`src/rtl/tmr_pkg.sv`:
```
// Package: shared sizes and register offset codes for the timer bank.
// Assumes a 32-bit data bus with the inhibit flag in the top bit.
package tmr_pkg;
    parameter int NUM_CH  = 4;
    parameter int DATA_W  = 32;
    parameter int ADDR_W  = 8;
    parameter int IDX_LSB = 6;
    parameter int OFS_LSB = 4;
    parameter int PS_W    = 3;

    localparam int IDX_W  = $clog2(NUM_CH);
    localparam int OFS_W  = 2;
    localparam int CNT_W  = DATA_W - 1;
    localparam int INH    = DATA_W - 1;
    localparam int LOW_W  = OFS_LSB;

    typedef enum logic [OFS_W-1:0] {
        OFS_CUR  = 2'd0,
        OFS_BASE = 2'd1,
        OFS_NA2  = 2'd2,
        OFS_NA3  = 2'd3
    } reg_ofs_e;

    localparam logic [DATA_W-1:0] BASE_RST = {1'b1, {CNT_W{1'b0}}};
endpackage

```
`src/rtl/tmr_prescaler.sv`:
```
// Prescaler: produces a one-cycle tick every 4 or 8 clocks.
// Assumes div_sel may change at any time; an overshot count ticks at once.
module tmr_prescaler
    import tmr_pkg::*;
(
    input  logic clk,
    input  logic rst_n,
    input  logic div_sel,
    output logic tick
);
    localparam logic [PS_W-1:0] LAST_FAST = PS_W'(3);
    localparam logic [PS_W-1:0] LAST_SLOW = PS_W'(7);

    logic [PS_W-1:0] ps_cnt;
    logic [PS_W-1:0] ps_last;

    // Pick the terminal phase and flag the tick.
    always_comb begin
        ps_last = div_sel ? LAST_SLOW : LAST_FAST;
        tick    = (ps_cnt >= ps_last);
    end

    // Advance the phase counter, wrapping on each tick.
    always_ff @(posedge clk) begin
        if (!rst_n) begin
            ps_cnt <= '0;
        end else if (tick) begin
            ps_cnt <= '0;
        end else begin
            ps_cnt <= ps_cnt + PS_W'(1);
        end
    end
endmodule

```
`src/rtl/tmr_channel.sv`:
```
// Channel: one base register, live down-counter, toggle bit and pulse.
// Assumes base_we is a single-cycle strobe already decoded for this channel.
module tmr_channel
    import tmr_pkg::*;
(
    input  logic              clk,
    input  logic              rst_n,
    input  logic              tick,
    input  logic              base_we,
    input  logic [DATA_W-1:0] wdata,
    output logic [DATA_W-1:0] base_q,
    output logic [DATA_W-1:0] cur_q,
    output logic              inh,
    output logic              tog,
    output logic              irq
);
    logic [CNT_W-1:0] cnt;
    logic             start_w;
    logic             stop_w;
    logic             step;
    logic             expire;

    // Classify this cycle's write and the count step.
    always_comb begin
        inh     = base_q[INH];
        start_w = base_we &&  base_q[INH] && !wdata[INH];
        stop_w  = base_we && !base_q[INH] &&  wdata[INH];
        step    = !base_q[INH] && tick && !start_w && !stop_w;
        expire  = step && (cnt == '0);
        cur_q   = {tog, cnt};
    end

    // Base register: any decoded write replaces the whole word.
    always_ff @(posedge clk) begin
        if (!rst_n) begin
            base_q <= BASE_RST;
        end else if (base_we) begin
            base_q <= wdata;
        end
    end

    // Live count and toggle: start, stop, reload or decrement.
    always_ff @(posedge clk) begin
        if (!rst_n) begin
            cnt <= '0;
            tog <= 1'b0;
        end else if (start_w) begin
            cnt <= wdata[CNT_W-1:0];
            tog <= 1'b0;
        end else if (stop_w) begin
            cnt <= '0;
        end else if (expire) begin
            cnt <= base_q[CNT_W-1:0];
            tog <= ~tog;
        end else if (step) begin
            cnt <= cnt - CNT_W'(1);
        end
    end

    // Interrupt pulse: high for the cycle after an expiry.
    always_ff @(posedge clk) begin
        if (!rst_n) begin
            irq <= 1'b0;
        end else begin
            irq <= expire;
        end
    end
endmodule

```
`src/rtl/tmr_regif.sv`:
```
// Register interface: decodes writes to base strobes, muxes registered reads.
// Assumes single-cycle accesses; low address bits must be zero to hit.
module tmr_regif
    import tmr_pkg::*;
(
    input  logic                          clk,
    input  logic                          rst_n,
    input  logic                          wr_en,
    input  logic                          rd_en,
    input  logic [ADDR_W-1:0]             addr,
    input  logic [NUM_CH-1:0][DATA_W-1:0] cur_q,
    input  logic [NUM_CH-1:0][DATA_W-1:0] base_q,
    output logic [NUM_CH-1:0]             base_we,
    output logic [DATA_W-1:0]             rdata
);
    logic [IDX_W-1:0] idx;
    reg_ofs_e         ofs;
    logic             aligned;
    logic [DATA_W-1:0] rd_mux;

    // Split the address into channel, register and alignment.
    always_comb begin
        idx     = addr[IDX_LSB +: IDX_W];
        ofs     = reg_ofs_e'(addr[OFS_LSB +: OFS_W]);
        aligned = (addr[LOW_W-1:0] == '0);
    end

    // Base write strobes, one per channel.
    for (genvar g = 0; g < NUM_CH; g++) begin : g_we
        assign base_we[g] = wr_en && aligned && (ofs == OFS_BASE) &&
                            (idx == IDX_W'(g));
    end

    // Read multiplexer over the mapped registers.
    always_comb begin
        rd_mux = '0;
        if (aligned) begin
            case (ofs)
                OFS_CUR:  rd_mux = cur_q[idx];
                OFS_BASE: rd_mux = base_q[idx];
                default:  rd_mux = '0;
            endcase
        end
    end

    // Registered read data, zero when no read was issued.
    always_ff @(posedge clk) begin
        if (!rst_n) begin
            rdata <= '0;
        end else if (rd_en) begin
            rdata <= rd_mux;
        end else begin
            rdata <= '0;
        end
    end
endmodule

```
`src/rtl/tmr_bank.sv`:
```
// Top: four reloading down-counters sharing one prescaled tick.
// Assumes a synchronous bus with one access per cycle at most.
module tmr_bank
    import tmr_pkg::*;
(
    input  logic              clk,
    input  logic              rst_n,
    input  logic              div_sel,
    input  logic              wr_en,
    input  logic              rd_en,
    input  logic [ADDR_W-1:0] addr,
    input  logic [DATA_W-1:0] wdata,
    output logic [DATA_W-1:0] rdata,
    output logic [NUM_CH-1:0] irq
);
    logic                          tick;
    logic [NUM_CH-1:0]             base_we;
    logic [NUM_CH-1:0][DATA_W-1:0] cur_q;
    logic [NUM_CH-1:0][DATA_W-1:0] base_q;
    logic [NUM_CH-1:0]             ch_inh;
    logic [NUM_CH-1:0]             ch_tog;

    tmr_prescaler u_ps (
        .clk     (clk),
        .rst_n   (rst_n),
        .div_sel (div_sel),
        .tick    (tick)
    );

    tmr_regif u_rif (
        .clk     (clk),
        .rst_n   (rst_n),
        .wr_en   (wr_en),
        .rd_en   (rd_en),
        .addr    (addr),
        .cur_q   (cur_q),
        .base_q  (base_q),
        .base_we (base_we),
        .rdata   (rdata)
    );

    for (genvar g = 0; g < NUM_CH; g++) begin : g_ch
        tmr_channel u_ch (
            .clk     (clk),
            .rst_n   (rst_n),
            .tick    (tick),
            .base_we (base_we[g]),
            .wdata   (wdata),
            .base_q  (base_q[g]),
            .cur_q   (cur_q[g]),
            .inh     (ch_inh[g]),
            .tog     (ch_tog[g]),
            .irq     (irq[g])
        );
    end
endmodule

```
`config.mk`:
```
export PLATFORM = sky130hd
export DESIGN_NAME = tmr_bank
export DESIGN_NICKNAME = d
export VERILOG_FILES = /design/src/rtl/tmr_pkg.sv /design/src/rtl/tmr_prescaler.sv /design/src/rtl/tmr_channel.sv /design/src/rtl/tmr_regif.sv /design/src/rtl/tmr_bank.sv
export SDC_FILE = /design/constraint.sdc
export NUM_CORES = 1
export LEC_CHECK = 0
export ABC_AREA = 0
export BUFFER_PORTS_ARGS = -buffer_cell sky130_fd_sc_hd__buf_2
export CAP_MARGIN = 20
export CELL_PAD_IN_SITES_DETAIL_PLACEMENT = 1
export CELL_PAD_IN_SITES_GLOBAL_PLACEMENT = 1
export CORE_ASPECT_RATIO = 0.6
export CORE_MARGIN = 3
export CORE_UTILIZATION = 52
export CTS_CLUSTER_DIAMETER = 150
export DETAILED_ROUTE_END_ITERATION = 6
export PLACE_DENSITY_LB_ADDON = 0.12
export SLEW_MARGIN = 20
export SYNTH_ARGS = -nofsm -noshare
export SYNTH_HDL_FRONTEND = slang
export SYNTH_HIERARCHICAL = 1
export SYNTH_SLANG_ARGS = --single-unit
```
`constraint.sdc`:
```
create_clock -name clk -period 8.2 [get_ports clk]
set_input_delay 1.23 -clock clk [delete_from_list [all_inputs] [get_ports clk]]
set_output_delay 1.23 -clock clk [all_outputs]
set_load 0.1 [all_outputs]
```
==> out/metrics.cfg <==
[run_status]
outcome=complete, no violations

[clock_tree]
root_buffer=clkbuf_16
cts_buffers=31
cts_sinks=295
clock_path_buffers=3
hold_buffers=0
h-tree-depth=1
post_cts_buffers=0
cts_tree=done
cts_resized=0
cts.clk_slew.worst_paths_ns=0.06
clk_latency_ns=0.61

[hold_path]
hold_path_class=flop to flop

[logic_synthesis]
synth_top_area_share_pct=33.7
synthDistinctLibCells=60
synth_flop_cell=dfxtp_1
syn_area_um2=17500
avgSynthCellArea_um2=8.64
synth_cells=2029
yosys_warnings=6
synthTopCellsByArea=dfxtp_1 (34%), mux2i_1 (17%), a22oi_1 (5.0%)
yosys.area.top_type=dfxtp_1
synth_edf_count=0
synth_seq_cells=295
synth.net_count=2080
async_reset_ff_share_pct=0
seq_area_frac_synth_pct=33.7

[worst_setup_path]
startpoint_type=input pin
worstPathRequired_ns=8.71
setup.worst_path.end_class=flop
critPathMaxFanout=44
crit_type=input pin to flop
arrival_ns=4.50

[finish]
drive_gt1_share_pct=10.7
postLayoutCoreUtil_pct=57.5
seqCellArea_um2=5910
final_nets=2033
multi_input_area_um2=10600
layout_common_cells=mux2i_1 (296), dfxtp_1 (295), nor2_1 (201), a22oi_1 (116), a21oi_1 (100)
nFillCells=3872
diodes=0
synthToLayoutAreaGrowth_pct=7.56
mostFrequentLayoutCell=mux2i_1
postLayoutCellArea_um2=18800
fin_cells=2457

[route]
via_count=17300
routedWlPerCell_um=28.1
finalWirelength_um=69000
drc_errors=0
drt-pass1-iter-count=6
antenna_left=0
vias_per_cell=7.04
drt_iter0_markers=1821

[die]
pin_count=81
initial_core_util_pct=53.4
die-height_um=148
rows=51
die_w_um=243
coreArea_um2=32800
dieArea_um2=36000

[placement]
place_ws_ns=3.52
port_buffers=80
dp_hpwl_um=48900
placed_cell_area_um2=17800
gp_congestion=1.03
dp_cells=2399

[timing]
timing.hold.ws_ns=0.466
finalSetupTns_ns=0
max_freq_mhz=250
hold_viol=0
fin_worst_skew_ns=0.0198
max_slew_margin_pct=18.6
slew_violations=0
setup_slack_ns=4.21
setup-violations-final=0
rsz0062_at_grt=false
period_share_pct=48.7
worst_pin_slew_ns=1.20
fin_crit_ns=3.99

[power]
total_power_mw=3.64
vdd_drop_max_uv=173
power_leakage_nw=7.48
power_density_nw_per_um2=193

[global_route]
grt_use_total_pct=37.1
antenna_found_initial=2
grt_max_degree=58
grt_pass1_vias=16900
grt_remaining_overflow=0
grt_pass1_wl_um=105000

[flow_run]
max_cap_violations=0

[logic make-up (layout without fill, tap and decap cells)]
family	after synthesis	in the layout	synth area share [%]
AND/OR/NAND/NOR	602	602	18.1
buffers and inverters	216	194	6.33
flip-flops	295	295	33.7
multiplexers	296	296	16.9
adder cells (fa/ha/maj)	6	6	0.428
XOR/XNOR	69	69	3.45
AO/OA/AOI/OAI	545	545	21.1
[cell usage after synthesis (14+ instances only)]
cell type	number
o22ai_1	44
mux2i_1	296
buf_2	18
a211oi_1	47
nand3_1	16
xor2_1	48
nor4_1	60
or4_1	36
nor3_1	85
o21ai_0	84
a22oi_1	116
nand2_1	49
o211ai_1	28
and3_1	32
a21oi_1	104
clkbuf_1	112
xnor2_1	21
or3_1	24
dfxtp_1	295
o221ai_1	28
nand2b_1	17
and2_1	17
buf_6	14
buf_1	24
inv_1	19
nor2_1	202
[critical path, stage by stage]
cell and delay [ns]:
buf_6 0.34, buf_4 0.72, nor3_2 0.12, buf_4 0.39, nand2_1 0.17, nand2b_1 0.12
or3_2 0.83, mux2i_1 0.21, a211oi_1 0.30
[routing by layer]
metal	track usage, %	up-vias	wire [um]
met5	0	-	16
met4	11.1	4	1950
met3	8.32	158	7430
met2	55.0	995	29100
met1	53.7	8564	30500
li1	-	7579	-
[final timing paths]
kind / cells after the start / slack [ns] / to / from
setup / recovery: 9 / 4.21 / g_ch[0].u_ch/cnt[1] / addr[7]
hold reg to reg: 1 / 0.47 / u_ps/ps_cnt[0] / u_ps/ps_cnt[0]
hold / removal: 1 / 0.47 / u_ps/ps_cnt[0] / u_ps/ps_cnt[0]
setup reg to reg: 7 / 4.54 / g_ch[2].u_ch/cnt[25] / g_ch[2].u_ch/cnt[0]
[registers in the layout (all words and copies together), names as in the netlist]
register / flops
g_ch.u_ch/base_q: 128
g_ch.u_ch/cnt: 124
g_ch.u_ch/irq: 4
g_ch.u_ch/tog: 4
u_ps/ps_cnt: 3
u_rif/rdata: 32
[report_power, final]
group	internal, mW	leakage (nW)	switching (mW)	total, mW
Sequential	1.45	2.38	0.0393	1.49
Clock	0.847	0.519	0.644	1.49
Combinational	0.247	4.59	0.404	0.652
Total	2.55	7.48	1.09	3.64
[area by class of cell]
class	count	area share, %
well taps	450	2.99
flip-flops and latches	295	31.3
multi-input cells	1518	56.2
repair buffers	113	3.47
inverters	23	0.458
clock inverters	12	0.797
clock buffers	46	4.73
No activity file was read; power rests on OpenSTA's default activity.
